File: src/rtl/lrmac_pkg.sv
package lrmac_pkg;
  function automatic int min_int(input int a, input int b);
    return (a < b) ? a : b;
  endfunction
endpackage

File: src/rtl/lrmac_in_stage.sv
// Stage 1: operand capture. Operands only load on a valid beat.
module lrmac_in_stage #(
  parameter int ACT_W = 8,
  parameter int WGT_W = 8
) (
  input  logic             clk,
  input  logic             rst_n,
  input  logic             beat,
  input  logic             clr,
  input  logic [ACT_W-1:0] act,
  input  logic [WGT_W-1:0] wgt,
  output logic             s1_valid,
  output logic             s1_clr,
  output logic [ACT_W-1:0] s1_act,
  output logic [WGT_W-1:0] s1_wgt
);
  always_ff @(posedge clk) begin
    if (!rst_n) begin
      s1_valid <= 1'b0;
      s1_clr   <= 1'b0;
      s1_act   <= '0;
      s1_wgt   <= '0;
    end else begin
      s1_valid <= beat;
      s1_clr   <= clr;
      if (beat) begin
        s1_act <= act;
        s1_wgt <= wgt;
      end
    end
  end

  // Idle cycles must not disturb captured operands.
  assert_hold_idle_R9: assert property (@(posedge clk) disable iff (!rst_n)
    !beat |=> $stable(s1_act) && $stable(s1_wgt));
endmodule

File: src/rtl/lrmac_mult_stage.sv
// Stage 2: multiply and register the product, truncated to PROD_W bits.
module lrmac_mult_stage #(
  parameter int ACT_W      = 8,
  parameter int WGT_W      = 8,
  parameter int PROD_W     = 16,
  parameter bit ACT_SIGNED = 1'b1
) (
  input  logic              clk,
  input  logic              rst_n,
  input  logic              s1_valid,
  input  logic              s1_clr,
  input  logic [ACT_W-1:0]  s1_act,
  input  logic [WGT_W-1:0]  s1_wgt,
  output logic              s2_valid,
  output logic              s2_clr,
  output logic [PROD_W-1:0] s2_prod
);
  localparam int FULL_W = ACT_W + WGT_W;

  logic [FULL_W-1:0] act_ext;
  logic [FULL_W-1:0] wgt_ext;
  logic [FULL_W-1:0] full_prod;

  generate
    if (ACT_SIGNED) begin : g_act_signed
      assign act_ext = {{WGT_W{s1_act[ACT_W-1]}}, s1_act};
    end else begin : g_act_unsigned
      assign act_ext = {{WGT_W{1'b0}}, s1_act};
    end
  endgenerate

  assign wgt_ext   = {{ACT_W{s1_wgt[WGT_W-1]}}, s1_wgt};
  assign full_prod = act_ext * wgt_ext;   // low FULL_W bits are exact

  generate
    if (PROD_W < FULL_W) begin : g_trunc
      logic unused_hi;
      assign unused_hi = ^full_prod[FULL_W-1:PROD_W];
    end
  endgenerate

  always_ff @(posedge clk) begin
    if (!rst_n) begin
      s2_valid <= 1'b0;
      s2_clr   <= 1'b0;
      s2_prod  <= '0;
    end else begin
      s2_valid <= s1_valid;
      s2_clr   <= s1_clr;
      if (s1_valid) s2_prod <= full_prod[PROD_W-1:0];
    end
  end

  assert_prod_hold_R9: assert property (@(posedge clk) disable iff (!rst_n)
    !s1_valid |=> $stable(s2_prod));
endmodule

File: src/rtl/lrmac_acc_stage.sv
// Stage 3: wrap-around accumulator with stream-ordered clear.
module lrmac_acc_stage #(
  parameter int PROD_W = 16,
  parameter int ACC_W  = 32
) (
  input  logic              clk,
  input  logic              rst_n,
  input  logic              s2_valid,
  input  logic              s2_clr,
  input  logic [PROD_W-1:0] s2_prod,
  output logic [ACC_W-1:0]  acc_q,
  output logic              upd_q
);
  logic [ACC_W-1:0] prod_ext;

  generate
    if (PROD_W < ACC_W) begin : g_sext
      assign prod_ext = {{(ACC_W-PROD_W){s2_prod[PROD_W-1]}}, s2_prod};
    end else begin : g_same
      assign prod_ext = s2_prod;
    end
  endgenerate

  always_ff @(posedge clk) begin
    if (!rst_n) begin
      acc_q <= '0;
      upd_q <= 1'b0;
    end else begin
      upd_q <= s2_valid | s2_clr;
      if (s2_clr)        acc_q <= s2_valid ? prod_ext : '0;
      else if (s2_valid) acc_q <= acc_q + prod_ext;   // modular wrap
    end
  end

  assert_acc_hold_R9: assert property (@(posedge clk) disable iff (!rst_n)
    !s2_valid && !s2_clr |=> $stable(acc_q) && !upd_q);
  assert_clr_zero_R8: assert property (@(posedge clk) disable iff (!rst_n)
    s2_clr && !s2_valid |=> acc_q == '0);
  assert_clr_load_R7: assert property (@(posedge clk) disable iff (!rst_n)
    s2_clr && s2_valid |=> acc_q == $past(prod_ext));
  assert_change_flag_R3: assert property (@(posedge clk) disable iff (!rst_n)
    !$stable(acc_q) |-> upd_q);
endmodule

File: src/rtl/lowres_mac.sv
module lowres_mac
  import lrmac_pkg::*;
#(
  parameter int ACT_W      = 8,
  parameter int WGT_W      = 8,
  parameter int ACC_W      = 32,
  parameter bit ACT_SIGNED = 1'b1
) (
  input  logic             clk,
  input  logic             rst_n,
  input  logic             in_valid,
  output logic             in_ready,
  input  logic [ACT_W-1:0] in_act,
  input  logic [WGT_W-1:0] in_wgt,
  input  logic             in_clr,
  output logic [ACC_W-1:0] acc_value,
  output logic             acc_upd
);
  localparam int FULL_W = ACT_W + WGT_W;
  localparam int PROD_W = min_int(FULL_W, ACC_W);

  logic              beat;
  logic              s1_valid, s1_clr, s2_valid, s2_clr;
  logic [ACT_W-1:0]  s1_act;
  logic [WGT_W-1:0]  s1_wgt;
  logic [PROD_W-1:0] s2_prod;

  assign in_ready = rst_n;   // never back-pressures
  assign beat     = in_valid & in_ready;

  lrmac_in_stage #(.ACT_W(ACT_W), .WGT_W(WGT_W)) u_in (
    .clk(clk), .rst_n(rst_n), .beat(beat), .clr(in_clr),
    .act(in_act), .wgt(in_wgt),
    .s1_valid(s1_valid), .s1_clr(s1_clr), .s1_act(s1_act), .s1_wgt(s1_wgt));

  lrmac_mult_stage #(.ACT_W(ACT_W), .WGT_W(WGT_W), .PROD_W(PROD_W),
                     .ACT_SIGNED(ACT_SIGNED)) u_mul (
    .clk(clk), .rst_n(rst_n), .s1_valid(s1_valid), .s1_clr(s1_clr),
    .s1_act(s1_act), .s1_wgt(s1_wgt),
    .s2_valid(s2_valid), .s2_clr(s2_clr), .s2_prod(s2_prod));

  lrmac_acc_stage #(.PROD_W(PROD_W), .ACC_W(ACC_W)) u_acc (
    .clk(clk), .rst_n(rst_n), .s2_valid(s2_valid), .s2_clr(s2_clr),
    .s2_prod(s2_prod), .acc_q(acc_value), .upd_q(acc_upd));

  // Edges since reset release, saturating, so $past(...,3) sees only post-reset inputs.
  logic [1:0] age_q;
  always_ff @(posedge clk) begin
    if (!rst_n)               age_q <= '0;
    else if (age_q != 2'd3)   age_q <= age_q + 2'd1;
  end

  assert_latency_R3: assert property (@(posedge clk) disable iff (!rst_n)
    age_q == 2'd3 |-> acc_upd == $past(beat || in_clr, 3));
  assert_ready_R2: assert property (@(posedge clk) disable iff (!rst_n)
    in_ready);
endmodule

File: config.mk
export PLATFORM = sky130hd
export DESIGN_NAME = lowres_mac
export DESIGN_NICKNAME = d
export VERILOG_FILES = /design/src/rtl/lrmac_pkg.sv /design/src/rtl/lrmac_in_stage.sv /design/src/rtl/lrmac_mult_stage.sv /design/src/rtl/lrmac_acc_stage.sv /design/src/rtl/lowres_mac.sv
export SDC_FILE = /design/constraint.sdc
export NUM_CORES = 1
export LEC_CHECK = 0
export BUFFER_PORTS_ARGS = -buffer_cell sky130_fd_sc_hd__buf_2
export CORE_ASPECT_RATIO = 1.2
export CORE_MARGIN = 3
export CORE_UTILIZATION = 40
export CTS_BUF_LIST = sky130_fd_sc_hd__clkbuf_8
export CTS_CLUSTER_DIAMETER = 120
export DETAILED_ROUTE_END_ITERATION = 8
export PLACE_DENSITY_LB_ADDON = 0.25
export SYNTH_ARGS = -nofsm -noshare
export SYNTH_HDL_FRONTEND = slang
export SYNTH_SLANG_ARGS = --single-unit
File: constraint.sdc
create_clock -name clk -period 12.6 [get_ports clk]
set_input_delay 1.89 -clock clk [delete_from_list [all_inputs] [get_ports clk]]
set_output_delay 1.89 -clock clk [all_outputs]
set_load 0.02 [all_outputs]
# After elaboration in Yosys (flattened, before gate mapping)

Cells that the tools add are included.

Input port bits: 20
Register bits: 69
Logic and storage cells: 17
Output and inout bits: 34

$add $sub $neg: 1
Reductions and logical operators: 1
Multipliers: 1
Mux-type cells: 3
Bitwise operators: 2

Operators by type and width:

| cell                                         | count |
|---|---|
| 32-bit two-way mux                           | 3 |
| 32-bit adder                                 | 1 |
| 8-bit by 8-bit multiplier with 16-bit output | 1 |
| 2-bit nonzero test                           | 1 |
| 1-bit AND                                    | 1 |
| 1-bit bitwise OR                             | 1 |

# Logic depth before layout (Yosys ltp)

Gate-level depths: netlist (run 1).

Word-level depth: 3
Mapped depth: 19
Mapped depth without buffers: 18

# Cells and area by module

From an unflattened synthesis (run 1), not the netlist that was laid out.

Cells, all modules: 799
Area total of the unflattened synthesis: 6,905.4 µm²

Modules (own cells, without submodules):

| module           | instances | cells an instance | area an instance (µm²) | sequential area each (µm²) |
|---|---|---|---|---|
| lrmac_mult_stage | 1         | 353               | 3,234.4                | 360.3 |
| lrmac_acc_stage  | 1         | 389               | 2,987.9                | 660.6 |
| lrmac_in_stage   | 1         | 55                | 669.4                  | 360.3 |
| lowres_mac       | 1         | 2                 | 13.8                   | 0.0 |

# Worst setup path before layout (run 1)

OpenSTA, ideal clock, no wires.

Kind: reg2reg
Start: register u_in.s1_wgt[4]
End: register u_mul.s2_prod[14]
Arrival time: 4.196 ns
Clock period less this slack: 4.334 ns
Setup time: 0.137 ns
Path buffers: 1
Cell stages (with the launch flop): 19
Data required time: 12.463 ns
Setup slack: 8.266 ns
Cell sequence: dfxtp_1 clkbuf_1 and2_1 fa_1 inv_1 fa_1 inv_1 fa_1 inv_1 fa_1 inv_1 ha_1 o21ai_0 a21oi_1 o21ai_0 a21boi_0 o21a_1 o311ai_0 o211ai_1

Longest elaborated chain between the ends: 1

RTL lines:

| what                                         | RTL line               | text |
|---|---|---|
| start: declaration                           | lrmac_in_stage.sv:15   | `output logic [WGT_W-1:0] s1_wgt` |
| start signal: assignment                     | lrmac_in_stage.sv:28   | `s1_wgt <= wgt;` |
| 8-bit by 8-bit multiplier with 16-bit output | lrmac_mult_stage.sv:33 | `assign full_prod = act_ext * wgt_ext;` |
| end signal: assignment                       | lrmac_mult_stage.sv:50 | `if (s1_valid) s2_prod <= full_prod[PROD_W-1:0];` |
| end: declaration                             | lrmac_mult_stage.sv:16 | `output logic [PROD_W-1:0] s2_prod` |

Every way passes these cells.
A chain may end at the register's enable or synchronous reset.

# Worst setup path in the final report (run 1)

Same ends and word-level chain as after synthesis.

==> flow_metrics.env, run 1 <==
export IMPL_outcome="completed"
export IMPL_1st_iter_drt_viols=199
export IMPL_detailedRoute_firstPassIterationCount=4
export IMPL_first_pass_grt_wire_length_um=27200
export IMPL_max_cap_violations=0
export IMPL_place_hpwl_um=12400
export IMPL_synthCells=805
export IMPL_cts_clk_slew_worst_paths_ns=0.08
export IMPL_edff_count_synth=0
export IMPL_timing_critical_path_cells="and2_1, fa_1, inv_1, fa_1, inv_1, fa_1, inv_1, fa_1, inv_1, ha_1, o21ai_0, a21oi_1, o21ai_0, a21boi_0, o21a_1, o311ai_0, o211ai_1"
export IMPL_critical_path_reg2reg_endpoint="u_mul.s2_prod[14]$_SDFFE_PN0P_"
export IMPL_critical_path_reg2reg_startpoint="u_in.s1_wgt[4]$_SDFFE_PN0P_"
export IMPL_critPathLaunch="u_in.s1_wgt[4]$_SDFFE_PN0P_"
export IMPL_regToRegSetupSlack_ns=8.01
export IMPL_clock_root_cell="sky130_fd_sc_hd__clkbuf_8"
export IMPL_min_period_over_period_pct=36.4
export IMPL_grt_max_degree=59
export IMPL_rsz0062_at_grt="false"
export IMPL_worstHoldPathCells=1
export IMPL_crit_path_end_kind="flip-flop"
export IMPL_clk_latency_ns=0.37
export IMPL_gp_congestion=0.871
export IMPL_final_antenna_net_count=0
export IMPL_finalSetupViolations=0
export IMPL_antenna_found_initial=0
export IMPL_timing_final_max_slew_violations=0
export IMPL_layout_drive_gt1_share_pct=11.1
export IMPL_post_route_drc_count=0
export IMPL_min_to="u_mul.s2_clr$_SDFF_PN0_"
export IMPL_synthesis_nets=941
export IMPL_num_cts_buffers=9
export IMPL_clock_tree_buffer_depth=2
export IMPL_synth_avg_cell_area_um2=8.48
export IMPL_dr_total_vias=5624
export IMPL_hold_path_startpoint="u_in.s1_clr$_SDFF_PN0_"
export IMPL_synth_sequential_area_ratio_pct=20.2
export IMPL_crit_path_max_fanout=9
export IMPL_design_die_area_um2=18700
export IMPL_vdd_ir_drop_worst_mv=0.0556
export IMPL_share_of_async_settable_or_async_resettable_flops_after_synthesis_pct=0
export IMPL_relSlewSlack_pct=37.0
export IMPL_die_w_um=125
export IMPL_tritoncts="yes"
export IMPL_critical_path_startpoint_type="flip-flop"
export IMPL_critical_path_max_stage_delay_ns=0.53
export IMPL_synth_ff_type="sky130_fd_sc_hd__dfxtp_1"
export IMPL_grt_usage_pct=17.5
export IMPL_synth_yosys_warnings=0
export IMPL_timing_clock_skew_ns=0.0118
export IMPL_worst_slew_pin_transition_ns=0.943
export IMPL_cp_data_arrival_time_ns=4.82
export IMPL_synth_ff_latch_count=69
export IMPL_critPathKind="reg2reg"
export IMPL_finalNetCount=979
export IMPL_pre_cts_ws_ns=7.98
export IMPL_hold_slack_ns=0.440
export IMPL_chipHeight_um=149
export IMPL_detail_route_wirelength_um=16000
export IMPL_p_leak_nw=3.51
export IMPL_boundaryPins=54
export IMPL_layout_min_cycle_time_ns=4.59
export IMPL_placed_cells_incl_taps=1044
export IMPL_core_rowCount=51
export IMPL_routedWlPerCell_um=15.1
export IMPL_r2r_worst_path_cells=17
export IMPL_postCtsSetupBuffers=0
export IMPL_critPathRequiredTime_ns=12.83
export IMPL_antenna_cells_inserted=0
export IMPL_fin_tns_setup_ns=0
export IMPL_post_cts_hold_buffer_count=0
export IMPL_initial_utilization_pct=41.4
export IMPL_final_hold_viol_count=0
export IMPL_cts_sinks=69
export IMPL_numPortBuffers=53
export IMPL_first_global_vias=5708
export IMPL_ys_types=75
export IMPL_globalRouteOverflowTotal=0
export IMPL_synthToLayoutAreaGrowth_pct=9.37
export IMPL_fin_area_um2=7460
export IMPL_detailed_place_area_um2=7270
export IMPL_slowest_stage="sky130_fd_sc_hd__fa_1"
export IMPL_min_delay_path_class="reg2reg"
export IMPL_instances_no_fill=1060
export IMPL_p_per_area_nw_per_um2=73.5
export IMPL_cell_area_after_synthesis_um2=6820
export IMPL_layout_setup_ws_ns=8.01
export IMPL_core_region_area_um2=16500
export IMPL_htree_levels=3
export IMPL_post_cts_resized_instances=0
export IMPL_route_detailed_vias_per_inst=5.31
export IMPL_fmax_ghz=0.218
cell usage after synthesis, types with 22 or more instances:
master                       n  area, um2
sky130_fd_sc_hd__a21oi_1    37        185
sky130_fd_sc_hd__clkbuf_1   24       90.1
sky130_fd_sc_hd__dfxtp_1    69       1380
sky130_fd_sc_hd__inv_1     100        375
sky130_fd_sc_hd__ha_1       60        751
sky130_fd_sc_hd__nor2_1     76        285
sky130_fd_sc_hd__and2_1     43        269
sky130_fd_sc_hd__nand2_1    56        210
sky130_fd_sc_hd__o21ai_0    31        155
sky130_fd_sc_hd__mux2i_1    26        260
sky130_fd_sc_hd__fa_1       56       1120
sky130_fd_sc_hd__xnor2_1    22        193
cell type report:
cell class | instances | area (um2)
fill | 1683 | 9000
multi-input combinational | 604 | 4940
sequential | 69 | 1380
inverter | 101 | 379
timing repair buffer | 58 | 303
tap | 212 | 265
clock buffer | 9 | 124
clock inverter | 7 | 66.3
worst max-delay path by stage:
stage                     cells past startpoint                             end  slack, ns
after floorplan                              18  u_mul.s2_prod[14]$_SDFFE_PN0P_       8.27
after global placement                       16  u_mul.s2_prod[14]$_SDFFE_PN0P_       8.15
after detailed placement                     16  u_mul.s2_prod[14]$_SDFFE_PN0P_       7.98
after CTS                                    16  u_mul.s2_prod[14]$_SDFFE_PN0P_       7.98
after global routing                         16  u_mul.s2_prod[14]$_SDFFE_PN0P_       7.61
final                                        17  u_mul.s2_prod[14]$_SDFFE_PN0P_       8.01
report_power, final:
| group | internal (mW) | leakage [nW] | switching, mW |
|---|---|---|---|
| registers | 0.226 | 0.561 | 0.0136 |
| clock network | 0.0903 | 0.0987 | 0.0937 |
| logic | 0.0515 | 2.85 | 0.0730 |
cells in the final DEF, fill, tap and decap left out, types with 10 or more instances in the layout:
| cell | synthesis | routed |
|---|---|---|
| sky130_fd_sc_hd__inv_1 | 100 | 99 |
| sky130_fd_sc_hd__nor2_1 | 76 | 75 |
| sky130_fd_sc_hd__dfxtp_1 | 69 | 69 |
| sky130_fd_sc_hd__ha_1 | 60 | 60 |
| sky130_fd_sc_hd__nand2_1 | 56 | 56 |
| sky130_fd_sc_hd__fa_1 | 56 | 56 |
| sky130_fd_sc_hd__buf_2 | 1 | 53 |
| sky130_fd_sc_hd__and2_1 | 43 | 43 |
| sky130_fd_sc_hd__a21oi_1 | 37 | 37 |
| sky130_fd_sc_hd__o21ai_0 | 31 | 31 |
| sky130_fd_sc_hd__mux2i_1 | 26 | 26 |
| sky130_fd_sc_hd__xnor2_1 | 22 | 22 |
| sky130_fd_sc_hd__a21o_1 | 18 | 18 |
| sky130_fd_sc_hd__a22oi_1 | 14 | 14 |
| sky130_fd_sc_hd__nand3_1 | 13 | 13 |
| sky130_fd_sc_hd__nor3_1 | 11 | 11 |
| sky130_fd_sc_hd__a31oi_1 | 10 | 10 |
state kept, by name, indices dropped and copies added (netlist names):
register / count
u_mul.s2_valid: 1
u_mul.s2_prod: 16
u_in.s1_wgt: 8
u_acc.acc_q: 32
u_in.s1_valid: 1
u_mul.s2_clr: 1
u_in.s1_clr: 1
u_acc.upd_q: 1
u_in.s1_act: 8
per-stage QoR:
stage	util, %	total power, mW
final	45.3	0.548
after global routing	45.3	0.582
after CTS	45.3	0.556
after detailed placement	44.2	0.370
after global placement	44.2	0.368
after floorplan	-	0.339
critical path, delay by kind of cell, from the launching register on:
| family | cells | cell delay (ns) |
|---|---|---|
| AOI/OAI and AO/OA | 7 | 1.29 |
| adders and majority gates | 5 | 2.37 |
| buffers and inverters | 4 | 0.19 |
| DFF | 1 | 0.40 |
| and+or+nand+nor | 1 | 0.22 |
cell families after synthesis:
family / count (synthesis) / synth area share (%)
AOI/OAI and AO/OA: 182 / 18.8
xor gates and xnor gates: 29 / 3.72
adders and majority gates: 116 / 27.4
buffers and inverters: 132 / 7.34
DFF: 69 / 20.2
muxes: 27 / 3.98
and+or+nand+nor: 250 / 18.5
metal layers:
layer | part of all wire [%] | global-route usage [%] | wire length, um
met3 | 2.4 | 2.33 | 390
met1 | 46 | 22.0 | 7300
met5 | 0 | 0 | 0
met2 | 50 | 31.0 | 7910
met4 | 2.2 | 6.02 | 358
Note: power is estimated with default switching activity, not from simulation.
==> run 2: changes to the inputs <==
--- a/config.mk
+++ b/config.mk
@@ -5,6 +5,7 @@
 export SDC_FILE = /design/constraint.sdc
 export NUM_CORES = 1
 export LEC_CHECK = 0
+export ABC_AREA = 1
 export BUFFER_PORTS_ARGS = -buffer_cell sky130_fd_sc_hd__buf_2
 export CORE_ASPECT_RATIO = 1.2
 export CORE_MARGIN = 3
==> constraint.sdc (replaced) <==
create_clock -name clk -period 4.3 [get_ports clk]
set_input_delay 0.645 -clock clk [delete_from_list [all_inputs] [get_ports clk]]
set_output_delay 0.645 -clock clk [all_outputs]
set_load 0.02 [all_outputs]
==> run 2 against run 1 <==
- flip-flop and latch count unchanged
- fmax up 11%
- via count up 30%
- sequential share of layout area down 2.3 points
- wire length up 25%
- critical endpoint is now u_mul.s2_prod[12]$_SDFFE_PN0P_
- critical path type unchanged
==> flow_metrics.env, run 2 <==
export IMPL_outcome="completed"
export IMPL_grt_usage_pct=19.5
export IMPL_ys_types=33
export IMPL_final_hold_viol_count=0
export IMPL_crit_path_end_kind="flip-flop"
export IMPL_critical_path_reg2reg_startpoint="u_in.s1_act[4]$_SDFFE_PN0P_"
export IMPL_core_region_area_um2=18900
export IMPL_critPathKind="reg2reg"
export IMPL_dr_total_vias=7302
export IMPL_critPathRequiredTime_ns=4.57
export IMPL_netlist_area_leader_share_pct=20.0
export IMPL_num_cts_buffers=9
export IMPL_grt_max_degree=54
export IMPL_mostFrequentLayoutCells="sky130_fd_sc_hd__nand2_1, sky130_fd_sc_hd__inv_1, sky130_fd_sc_hd__a21oi_1"
export IMPL_place_hpwl_um=16200
export IMPL_power_mw=1.60
export IMPL_antenna_found_initial=0
export IMPL_rsz0062_at_grt="true"
export IMPL_post_synth_main_area_contributors="sky130_fd_sc_hd__nand2_1, sky130_fd_sc_hd__dfxtp_1, sky130_fd_sc_hd__fa_1"
export IMPL_power_share_sequential_pct=43.6
export IMPL_cts_clk_slew_worst_paths_ns=0.09
export IMPL_edff_count_synth=0
export IMPL_cell_area_after_synthesis_um2=7750
export IMPL_worst_slew_pin_transition_ns=0.988
export IMPL_hold_path_startpoint="u_in.s1_clr$_SDFF_PN0_"
export IMPL_synthCells=1248
export IMPL_htree_levels=3
export IMPL_tritoncts="yes"
export IMPL_power_internal_mw=1.09
export IMPL_p_leak_nw=5.02
export IMPL_synth_largest_area_cell="sky130_fd_sc_hd__nand2_1"
export IMPL_synth_avg_cell_area_um2=6.21
export IMPL_finalSetupViolations=0
export IMPL_synth_ff_latch_count=69
export IMPL_timing_clock_skew_ns=0.0214
export IMPL_fmax_ghz=0.242
export IMPL_synth_yosys_warnings=0
export IMPL_crit_path_max_fanout=5
export IMPL_finalNetCount=1429
export IMPL_switch_share_pct=32.0
export IMPL_synth_ff_type="sky130_fd_sc_hd__dfxtp_1"
export IMPL_clock_power_share_pct=37.4
export IMPL_netlist_top_cells_count="sky130_fd_sc_hd__nand2_1, sky130_fd_sc_hd__inv_1, sky130_fd_sc_hd__a21oi_1"
export IMPL_p_per_area_nw_per_um2=186
export IMPL_clock_tree_buffer_depth=2
export IMPL_route_detailed_vias_per_inst=4.70
export IMPL_layout_drive_gt1_share_pct=10.1
export IMPL_initial_utilization_pct=40.9
export IMPL_numPortBuffers=53
export IMPL_1st_iter_drt_viols=372
export IMPL_synthesis_nets=1384
export IMPL_core_rowCount=55
export IMPL_regToRegSetupSlack_ns=0.17
export IMPL_cts_sinks=69
export IMPL_min_delay_path_class="reg2reg"
export IMPL_share_of_async_settable_or_async_resettable_flops_after_synthesis_pct=0
export IMPL_clock_root_cell="sky130_fd_sc_hd__clkbuf_8"
export IMPL_yosys_cell_count_top_type="sky130_fd_sc_hd__nand2_1"
export IMPL_vdd_ir_drop_worst_mv=0.135
export IMPL_p_sw_mw=0.513
export IMPL_design_die_area_um2=21100
export IMPL_critical_path_reg2reg_endpoint="u_mul.s2_prod[12]$_SDFFE_PN0P_"
export IMPL_detail_route_wirelength_um=20000
export IMPL_die_w_um=133
export IMPL_largest_reg_flops=32
export IMPL_routedWlPerCell_um=12.9
export IMPL_relSlewSlack_pct=34.1
export IMPL_synthToLayoutAreaGrowth_pct=11.5
export IMPL_synth_sequential_area_ratio_pct=17.8
export IMPL_detailedRoute_firstPassIterationCount=5
export IMPL_first_global_vias=7035
export IMPL_p_comb_share_pct=19.0
export IMPL_layout_top_registers="u_acc.acc_q: 32 flops, u_mul.s2_prod: 16 flops"
export IMPL_final_antenna_net_count=0
export IMPL_antenna_cells_inserted=0
export IMPL_post_route_drc_count=0
export IMPL_min_to="u_mul.s2_clr$_SDFF_PN0_"
export IMPL_worstHoldPathCells=2
export IMPL_max_cap_violations=0
export IMPL_min_period_over_period_pct=96.0
export IMPL_boundaryPins=54
export IMPL_globalRouteOverflowTotal=0
export IMPL_clk_latency_ns=0.39
export IMPL_timing_final_max_slew_violations=0
export IMPL_fin_tns_setup_ns=0
export IMPL_most_common_cell_after_layout_fill_and_taps_aside="sky130_fd_sc_hd__nand2_1"
export IMPL_r2r_worst_path_cells=20
export IMPL_gp_congestion=0.906
export IMPL_cp_data_arrival_time_ns=4.40
export IMPL_critical_path_startpoint_type="flip-flop"
export IMPL_chipHeight_um=158
export IMPL_layout_min_cycle_time_ns=4.13
export IMPL_first_pass_grt_wire_length_um=33000
export IMPL_regMostFlops="u_acc.acc_q"
run 2: cell types whose count changed in the layout (fill, tap and decap cells not counted), moves of 26 or more:
cell,previous run,this run
sky130_fd_sc_hd__nand3_1,13,58
sky130_fd_sc_hd__inv_1,99,293
sky130_fd_sc_hd__nand2_1,56,408
sky130_fd_sc_hd__and2_1,43,3
sky130_fd_sc_hd__mux2i_1,26,0
sky130_fd_sc_hd__a21oi_1,37,85
run 2: cell type report:
class                      count  area (um2)
clock buffer                  12         165
multi-input combinational    844        5190
timing repair buffer          71         400
fill                        2020       10300
sequential                    69        1400
inverter                     298        1120
tap                          256         320
clock inverter                 4        46.3
run 2: worst max-delay path by stage:
stage,from,end,cells past startpoint,slack [ns]
6_report,u_in.s1_act[4]$_SDFFE_PN0P_,u_mul.s2_prod[12]$_SDFFE_PN0P_,20,0.17
5_1_grt,u_in.s1_wgt[7]$_SDFFE_PN0P_,u_mul.s2_prod[12]$_SDFFE_PN0P_,18,-0.02
4_1_cts,u_in.s1_wgt[7]$_SDFFE_PN0P_,u_mul.s2_prod[9]$_SDFFE_PN0P_,17,0.03
3_5_place_dp,u_in.s1_act[7]$_SDFFE_PN0P_,u_mul.s2_prod[14]$_SDFFE_PN0P_,18,0.07
3_3_place_gp,u_in.s1_act[7]$_SDFFE_PN0P_,u_mul.s2_prod[14]$_SDFFE_PN0P_,18,0.09
2_1_floorplan,u_in.s1_wgt[2]$_SDFFE_PN0P_,u_mul.s2_prod[15]$_SDFFE_PN0P_,18,0.09
run 2: kinds of logic (layout without fill, tap and decap cells):
kind of cell             Yosys count  count (layout)  synth area share [%]
AO/OA/AOI/OAI                    139             139                  9.69
XOR/XNOR                          22              22                  2.49
adder cells (fa/ha/maj)          116             116                  24.2
buffers and inverters            335             385                  16.5
flip-flops                        69              69                  17.8
AND/OR/NAND/NOR                  567             567                  29.3
run 2: worst max-delay path, cell delays in order, from the launching register on:
cell and delay [ns]:
sky130_fd_sc_hd__dfxtp_1 0.38, sky130_fd_sc_hd__buf_4 0.18, sky130_fd_sc_hd__nand2_1 0.05, sky130_fd_sc_hd__inv_1 0.05, sky130_fd_sc_hd__fa_1 0.50, sky130_fd_sc_hd__inv_1 0.06, sky130_fd_sc_hd__fa_1 0.47, sky130_fd_sc_hd__inv_1 0.05
sky130_fd_sc_hd__fa_1 0.52, sky130_fd_sc_hd__inv_1 0.05, sky130_fd_sc_hd__fa_1 0.53, sky130_fd_sc_hd__inv_1 0.06, sky130_fd_sc_hd__ha_4 0.28, sky130_fd_sc_hd__buf_4 0.12, sky130_fd_sc_hd__nand3_1 0.08, sky130_fd_sc_hd__nand2_2 0.09
sky130_fd_sc_hd__nand4_1 0.11, sky130_fd_sc_hd__nand3_1 0.13, sky130_fd_sc_hd__nand3_2 0.11, sky130_fd_sc_hd__o211ai_1 0.12, sky130_fd_sc_hd__inv_1 0.05
run 2: per-layer routing:
layer  up-vias  routed length (um)  global-route usage (%)  part of all wire [%]
met3        49                 506                    2.47                   2.5
met1      3327                8250                    21.4                    41
met5         -                   0                       0                     0
met4         0                 738                    8.76                   3.7
li1       3816                   -                       -                     -
met2       110               10500                    37.7                    53
run 2: power by group through the flow:
| stage | Clock, mW | Combinational (mW) | Sequential (mW) |
|---|---|---|---|
| 6_report | 0.600 | 0.304 | 0.698 |
| 2_1_floorplan | 0 | 0.222 | 0.699 |
| 3_3_place_gp | 0 | 0.294 | 0.713 |
| 5_1_grt | 0.640 | 0.350 | 0.702 |
| 3_5_place_dp | 0 | 0.297 | 0.713 |
| 4_1_cts | 0.618 | 0.299 | 0.698 |
run 2: per-stage QoR:
stage	cell area (um2)	util [%]	instances	setup WS (ns)	hold slack, ns
floorplan	7750	-	1248	0.0899	0.390
global placement	8320	43.9	1538	0.0873	0.399
detailed placement	8320	43.9	1538	0.0743	0.404
CTS	8530	45.1	1554	0.0339	0.424
global route	8640	45.6	1554	-0.0202	0.460
finish	8640	45.6	1554	0.172	0.418
run 2: what timing repair did:
action	4_1_cts	5_1_grt
hold buffers	0	0
endpoints found under the setup margin	0	8
gates resized for setup	0	34
buffers inserted	0	0
